## config.mk

```make
export PLATFORM = sky130hd
export DESIGN_NAME = upcount_timer
export DESIGN_NICKNAME = d
export VERILOG_FILES = /design/src/rtl/uct_pkg.sv /design/src/rtl/uct_datapath.sv /design/src/rtl/uct_ctrl.sv /design/src/rtl/upcount_timer.sv
export SDC_FILE = /design/constraint.sdc
export NUM_CORES = 2
export LEC_CHECK = 0
export BUFFER_PORTS_ARGS = -buffer_cell sky130_fd_sc_hd__buf_2
export CORE_MARGIN = 2
export CORE_UTILIZATION = 40
export CTS_CLUSTER_SIZE = 20
export DETAILED_ROUTE_END_ITERATION = 8
export PLACE_DENSITY = 0.61
export SLEW_MARGIN = 10
export SYNTH_ARGS = -nofsm -noshare
export SYNTH_HDL_FRONTEND = slang
export SYNTH_HIERARCHICAL = 1
export SYNTH_SLANG_ARGS = --single-unit
```

## constraint.sdc

```tcl
create_clock -name clk -period 8.8 [get_ports clk]
set_clock_uncertainty 0.05 [all_clocks]
set_input_delay 0.44 -clock clk [delete_from_list [all_inputs] [get_ports clk]]
set_output_delay 0.44 -clock clk [all_outputs]
set_load 0.1 [all_outputs]
```

## src/rtl/uct_pkg.sv

```systemverilog
package uct_pkg;

  // one-cycle strobes from the register decoder to the counting datapath
  typedef struct packed {
    logic restart;   // event-word write with bit 0 set
    logic loadCnt;   // write to the count word
    logic pscWrite;  // write to the divider word
  } uctStrobe_t;

  localparam logic [31:0] OFF_CTL1   = 32'h00;
  localparam logic [31:0] OFF_IRQEN  = 32'h0C;
  localparam logic [31:0] OFF_STATUS = 32'h10;
  localparam logic [31:0] OFF_EVGEN  = 32'h14;
  localparam logic [31:0] OFF_COUNT  = 32'h24;
  localparam logic [31:0] OFF_PSC    = 32'h28;
  localparam logic [31:0] OFF_RELOAD = 32'h2C;

  localparam int N_STORE = 12;

  // byte offsets of words that are plain read/write storage
  function automatic logic [31:0] storeOffset(input int idx);
    logic [31:0] off;
    case (idx)
      0:       off = 32'h04;
      1:       off = 32'h08;
      2:       off = 32'h18;
      3:       off = 32'h1C;
      4:       off = 32'h20;
      5:       off = 32'h34;
      6:       off = 32'h38;
      7:       off = 32'h3C;
      8:       off = 32'h40;
      9:       off = 32'h48;
      10:      off = 32'h4C;
      default: off = 32'h50;
    endcase
    return off;
  endfunction

endpackage

```

## src/rtl/uct_datapath.sv

```systemverilog
module uct_datapath
  import uct_pkg::*;
#(
  parameter int CNT_W = 32,
  parameter int PSC_W = 16
) (
  input  logic             clk,
  input  logic             rstN,
  input  logic             enable,
  input  logic [PSC_W-1:0] pscVal,
  input  logic [CNT_W-1:0] arrVal,
  input  logic [CNT_W-1:0] loadVal,
  input  uctStrobe_t       stb,
  output logic [CNT_W-1:0] cntVal,
  output logic             updEvent
);

  logic [PSC_W-1:0] phase;
  logic             phaseEnd;
  logic             tick;
  logic             wrapHit;

  assign phaseEnd = (phase == pscVal);
  assign tick     = enable && phaseEnd && !stb.restart && !stb.loadCnt && !stb.pscWrite;
  assign wrapHit  = (arrVal != '0) && (cntVal == arrVal);
  assign updEvent = tick && wrapHit;

  // divider phase
  always_ff @(posedge clk) begin
    if (!rstN) begin
      phase <= '0;
    end else if (stb.restart || stb.pscWrite) begin
      phase <= '0;
    end else if (enable) begin
      phase <= phaseEnd ? '0 : phase + 1'b1;
    end
  end

  // main count
  always_ff @(posedge clk) begin
    if (!rstN) begin
      cntVal <= '0;
    end else if (stb.restart) begin
      cntVal <= '0;
    end else if (stb.loadCnt) begin
      cntVal <= loadVal;
    end else if (tick) begin
      cntVal <= wrapHit ? '0 : cntVal + 1'b1;
    end
  end

  // stopped counter holds unless software touches it
  p_hold_when_off_r2: assert property (@(posedge clk) disable iff (!rstN)
    (!enable && !stb.loadCnt && !stb.restart) |=> $stable(cntVal))
    else $error("count moved while stopped");

  // without software writes the count steps by at most one or wraps to 0
  p_single_step_r3: assert property (@(posedge clk) disable iff (!rstN)
    (!stb.loadCnt && !stb.restart) |=>
      ((cntVal == $past(cntVal)) || (cntVal == $past(cntVal) + 1'b1) || (cntVal == '0)))
    else $error("count jumped");

  // update event leaves the count at zero
  p_wrap_zero_r4: assert property (@(posedge clk) disable iff (!rstN)
    updEvent |=> (cntVal == '0))
    else $error("count not zero after update");

  // restart strobe clears the count
  p_restart_r7: assert property (@(posedge clk) disable iff (!rstN)
    stb.restart |=> (cntVal == '0))
    else $error("restart did not clear count");

  // load strobe places the written value
  p_load_r8: assert property (@(posedge clk) disable iff (!rstN)
    (stb.loadCnt && !stb.restart) |=> (cntVal == $past(loadVal)))
    else $error("count load lost");

  // divider write does not move the count
  p_psc_keeps_count_r10: assert property (@(posedge clk) disable iff (!rstN)
    (stb.pscWrite && !stb.loadCnt && !stb.restart) |=> $stable(cntVal))
    else $error("divider write moved count");

endmodule

```

## src/rtl/uct_ctrl.sv

```systemverilog
module uct_ctrl
  import uct_pkg::*;
#(
  parameter int ADDR_W = 10,
  parameter int DATA_W = 32,
  parameter int CNT_W  = 32,
  parameter int PSC_W  = 16
) (
  input  logic              clk,
  input  logic              rstN,
  input  logic [ADDR_W-1:0] busAddr,
  input  logic              busWrEn,
  input  logic              busRdEn,
  input  logic [DATA_W-1:0] busWrData,
  output logic [DATA_W-1:0] busRdData,
  input  logic [CNT_W-1:0]  cntVal,
  input  logic              updEvent,
  output logic              enable,
  output logic [PSC_W-1:0]  pscVal,
  output logic [CNT_W-1:0]  arrVal,
  output logic [CNT_W-1:0]  loadVal,
  output uctStrobe_t        stb,
  output logic              irqPulse
);

  logic [31:0]       addrW;
  logic              atCtl1, atIrqEn, atStatus, atEvGen, atCount, atPsc, atReload;
  logic [DATA_W-1:0] ctl1Reg;
  logic [DATA_W-1:0] irqEnReg;
  logic              statusFlag;
  logic              statusSet;
  logic [N_STORE-1:0]             storeHit;
  logic [N_STORE-1:0][DATA_W-1:0] storeReg;

  assign addrW    = 32'(busAddr);
  assign atCtl1   = (addrW == OFF_CTL1);
  assign atIrqEn  = (addrW == OFF_IRQEN);
  assign atStatus = (addrW == OFF_STATUS);
  assign atEvGen  = (addrW == OFF_EVGEN);
  assign atCount  = (addrW == OFF_COUNT);
  assign atPsc    = (addrW == OFF_PSC);
  assign atReload = (addrW == OFF_RELOAD);

  assign enable    = ctl1Reg[0];
  assign statusSet = updEvent && irqEnReg[0] && enable;

  assign stb.restart  = busWrEn && atEvGen && busWrData[0];
  assign stb.loadCnt  = busWrEn && atCount;
  assign stb.pscWrite = busWrEn && atPsc;
  assign loadVal      = busWrData[CNT_W-1:0];

  always_ff @(posedge clk) begin
    if (!rstN) begin
      ctl1Reg  <= '0;
      irqEnReg <= '0;
      pscVal   <= '0;
      arrVal   <= '0;
    end else if (busWrEn) begin
      if (atCtl1)   ctl1Reg  <= busWrData;
      if (atIrqEn)  irqEnReg <= busWrData;
      if (atPsc)    pscVal   <= busWrData[PSC_W-1:0];
      if (atReload) arrVal   <= busWrData[CNT_W-1:0];
    end
  end

  // sticky flag: hardware sets, software clears with a masked write
  always_ff @(posedge clk) begin
    if (!rstN) begin
      statusFlag <= 1'b0;
      irqPulse   <= 1'b0;
    end else begin
      irqPulse <= statusSet;
      if (statusSet) begin
        statusFlag <= 1'b1;
      end else if (busWrEn && atStatus) begin
        statusFlag <= statusFlag & busWrData[0];
      end
    end
  end

  // plain storage words
  for (genvar g = 0; g < N_STORE; g++) begin : gStore
    assign storeHit[g] = (addrW == storeOffset(g));
    always_ff @(posedge clk) begin
      if (!rstN) begin
        storeReg[g] <= '0;
      end else if (busWrEn && storeHit[g]) begin
        storeReg[g] <= busWrData;
      end
    end
  end

  always_comb begin
    busRdData = '0;
    if (busRdEn) begin
      if (atCtl1)        busRdData = ctl1Reg;
      else if (atIrqEn)  busRdData = irqEnReg;
      else if (atStatus) busRdData = DATA_W'(statusFlag);
      else if (atCount)  busRdData = DATA_W'(cntVal);
      else if (atPsc)    busRdData = DATA_W'(pscVal);
      else if (atReload) busRdData = DATA_W'(arrVal);
      for (int i = 0; i < N_STORE; i++) begin
        if (storeHit[i]) busRdData = storeReg[i];
      end
    end
  end

  // an interrupt pulse always comes with the flag raised
  p_irq_has_flag_r5: assert property (@(posedge clk) disable iff (!rstN)
    irqPulse |-> statusFlag)
    else $error("interrupt without status flag");

  // pulse lasts exactly one clock
  p_irq_one_cycle_r5: assert property (@(posedge clk) disable iff (!rstN)
    irqPulse |=> !irqPulse)
    else $error("interrupt held longer than one clock");

  // a 0 written to the flag clears it when no event competes
  p_flag_clear_r6: assert property (@(posedge clk) disable iff (!rstN)
    (busWrEn && atStatus && !busWrData[0] && !statusSet) |=> !statusFlag)
    else $error("status clear ignored");

  // no interrupt can follow a zero reload value
  p_zero_reload_quiet_r9: assert property (@(posedge clk) disable iff (!rstN)
    irqPulse |-> ($past(arrVal) != '0))
    else $error("interrupt with zero reload");

endmodule

```

## src/rtl/upcount_timer.sv

```systemverilog
module upcount_timer
  import uct_pkg::*;
#(
  parameter int ADDR_W = 10,
  parameter int DATA_W = 32,
  parameter int PSC_W  = 16,
  localparam int CNT_W = DATA_W
) (
  input  logic              clk,
  input  logic              rstN,
  input  logic [ADDR_W-1:0] busAddr,
  input  logic              busWrEn,
  input  logic              busRdEn,
  input  logic [DATA_W-1:0] busWrData,
  output logic [DATA_W-1:0] busRdData,
  output logic              irqPulse
);

  logic             enable;
  logic [PSC_W-1:0] pscVal;
  logic [CNT_W-1:0] arrVal;
  logic [CNT_W-1:0] loadVal;
  logic [CNT_W-1:0] cntVal;
  logic             updEvent;
  uctStrobe_t       stb;

  uct_ctrl #(
    .ADDR_W(ADDR_W), .DATA_W(DATA_W), .CNT_W(CNT_W), .PSC_W(PSC_W)
  ) uCtrl (
    .clk(clk), .rstN(rstN),
    .busAddr(busAddr), .busWrEn(busWrEn), .busRdEn(busRdEn),
    .busWrData(busWrData), .busRdData(busRdData),
    .cntVal(cntVal), .updEvent(updEvent),
    .enable(enable), .pscVal(pscVal), .arrVal(arrVal), .loadVal(loadVal),
    .stb(stb), .irqPulse(irqPulse)
  );

  uct_datapath #(
    .CNT_W(CNT_W), .PSC_W(PSC_W)
  ) uDatapath (
    .clk(clk), .rstN(rstN),
    .enable(enable), .pscVal(pscVal), .arrVal(arrVal), .loadVal(loadVal),
    .stb(stb), .cntVal(cntVal), .updEvent(updEvent)
  );

endmodule

```

==> flow_summary.ini <==
[floorplan]
die_x_um = 267
io_pins = 79
dieArea_um2 = 71200
core_um2 = 68500
num_rows = 96
dieHeight_um = 267
start_util_pct = 40.3

[logic_synthesis]
async_reset_ff_share_pct = 0
synth_edf_count = 0
syn_area_um2 = 27600
yosys-top-cells-count = 1112 x nand2_1, 546 x dfxtp_1, 372 x a21boi_0
synth_cell_types = 87
ys_seq_area_share_pct = 39.6
yosysWarnings = 6
synth_top_area_share_pct = 39.6
synth-seq-cells = 546
ys.flop_type = dfxtp_1
syn_nets = 3647
avgSynthCellArea_um2 = 7.67
synth_top_cell_by_area = dfxtp_1
synth_most_common_cell = nand2_1
netlist_instances = 3599
ys_top_cells_by_area = dfxtp_1 40%, nand2_1 15%, a21boi_0 10%

[detailed_routing]
detail_route.wl_per_cell_um = 24.7
drtIter0Drc = 3095
drc_errors = 0
drtPass1Iterations = 6
vias = 26200
wl_um = 107000
ant_nets = 0
vias_per_cell = 6.02

[worst_hold_path]
hold_depth = 3
hp-class = in2reg
worstHoldEndpoint = uCtrl/storeReg[190]$_SDFFE_PN0P_
hp-start = busWrData[30]

[critical_path]
cp_max_fo = 37
rrSetupSlack_ns = 6.16
rr_startpoint = uCtrl/ctl1Reg[0]$_SDFFE_PN0P_
r2r_cells = 4
start_kind = primary input
crit_type = in2out
worstPathArrival_ns = 4.76
r2r_end = uDatapath/phase[3]$_SDFFE_PP0P_
cp-end-kind = primary output
required_ns = 8.31

[timing]
final_min_period_over_clock_period_pct = 59.7
slew_headroom_pct = 10.1
worst_slack_ns = 3.55
tns_ns = 0
min_period_ns = 5.25
rsz0062_at_grt = false
finalSetupViolCount = 0
hold_violations = 0
finalMaxSlewViolations = 0
fmax_ghz = 0.190
tightest_slew_ns = 1.35

[cts]
clk_pin_slew_ns = 0.06
clock-sinks = 546
cts_root_buffer = clkbuf_16
cts_hold_buf = 0
htreeDepth = 2
cts_buffers = 59
cts_resized = 0
cts_tree = built
clk_latency_ns = 0.63
cts.path.max_buffers = 3
cts_setup_buffers = 0

[global_route]
grt_max_degree = 273
grt_use_total_pct = 29.3
grt.overflow.total = 0
antenna_found_initial = 4
first_global_vias = 24200
grt_pass1_wl_um = 158000

[place]
io_buffers = 78
routabilityCongestion = 0.891
dp_hpwl_um = 67400
dp_slack_ns = 3.68

[status]
status = completed

[pwr]
power_density_nw_per_um2 = 178
peakVddDrop_v = 0.000168
p_leak_nw = 9.48

[job]
drv_cap = 0

[layout]
drive_above_1_share_pct = 8.54
fillers = 6879
areaGrowthSynthToFinish_pct = 8.48
nets = 3467
[state kept, by name (all words and copies together), names as in the netlist, 16 cells and up]
register and count:
uCtrl/arrVal 32, uCtrl/ctl1Reg 32, uCtrl/irqEnReg 32, uCtrl/pscVal 16
uCtrl/storeReg 384, uDatapath/cntVal 32, uDatapath/phase 16
[report_power, final]
group	leakage [nW]	switching, mW	total (mW)	internal [mW]
Sequential	4.40	0.000651	2.47	2.47
Clock	0.979	1.08	2.59	1.51
Combinational	4.11	0.197	0.263	0.0666
Total	9.48	1.28	5.32	4.05
[critical path, stage by stage]
cell and delay, ns:
buf_2 0.11, or4_2 1.17, nor2_4 0.90, buf_4 0.57, a22oi_1 0.12, o22ai_1 0.19
a211oi_1 0.08, o31ai_1 0.56, buf_2 0.55
[how the worst max path moves through the flow]
stage | to | depth (start not counted) | start | slack [ns]
after floorplan | busRdData[1] | 8 | busAddr[1] | 3.44
after global routing | busRdData[11] | 9 | busAddr[1] | 3.47
final | busRdData[14] | 9 | busAddr[1] | 3.55
after global placement | busRdData[11] | 9 | busAddr[1] | 3.74
after detailed placement | busRdData[11] | 9 | busAddr[1] | 3.68
after CTS | busRdData[11] | 9 | busAddr[1] | 3.67
[logic make-up (layout without fill, tap and decap cells)]
| group | Yosys count | in the layout | synth area share [%] |
|---|---|---|---|
| AND/OR/NAND/NOR | 1488 | 1488 | 22.8 |
| XOR/XNOR | 92 | 92 | 2.92 |
| other | 0 | 4 | 0 |
| buffers and inverters | 396 | 265 | 6.51 |
| multiplexers | 41 | 41 | 1.66 |
| flip-flops | 546 | 546 | 39.6 |
| adder cells (fa/ha/maj) | 2 | 2 | 0.0906 |
| AO/OA/AOI/OAI | 1034 | 1034 | 26.5 |
[final cells by class]
| cell class | instances | area [um2] | share of cell area (%) |
|---|---|---|---|
| repair buffers | 142 | 893 | 2.98 |
| flip-flops and latches | 546 | 10900 | 36.5 |
| clock inverters | 19 | 234 | 0.781 |
| diodes | 4 | 10.0 | 0.0334 |
| well taps | 882 | 1100 | 3.68 |
| inverters | 13 | 48.8 | 0.163 |
| multi-input cells | 2657 | 15000 | 50.1 |
| clock buffers | 91 | 1750 | 5.83 |
[metal layers]
layer | part of all wire, % | up-vias | global-route usage, % | wire length [um]
met4 | 3.9 | 2 | 11.2 | 4160
li1 | - | 12000 | - | -
met5 | 0.012 | - | 0 | 13
met3 | 10 | 253 | 5.90 | 10800
met2 | 45 | 1411 | 46.2 | 48200
met1 | 41 | 12600 | 39.3 | 44300
[layout by cell type, fill, tap and decap left out, types with 12 or more instances in the layout]
master,n
a21boi_1,124
xor2_1,35
nor3_1,37
clkbuf_8,15
a221oi_1,20
mux2i_1,21
nand4_1,40
o221ai_1,16
a31oi_1,25
clkbuf_1,17
clkbuf_16,59
nor4_1,19
buf_4,63
nand3_1,68
xnor2_1,57
mux2_2,18
a22oi_1,63
a21oi_1,133
nor2_1,90
a21boi_0,372
a211oi_1,20
nand3b_1,13
o21ai_0,97
a22o_1,21
nand2_1,1110
dfxtp_1,546
o22ai_1,36
o211ai_1,12
buf_2,77
nor2b_1,21
[per-stage QoR]
step	instances	util [%]	instance area, um2	hold WS [ns]	total power [mW]
floorplan	3599	-	27600	0.382	2.69
global placement	4240	40.9	28000	0.388	2.78
detailed placement	4240	40.9	28000	0.392	2.78
CTS	4350	43.8	30000	0.176	5.33
global route	4352	43.8	30000	0.226	5.45
finish	4354	43.8	30000	0.221	5.32
Note: power is estimated with default switching activity, not from simulation.
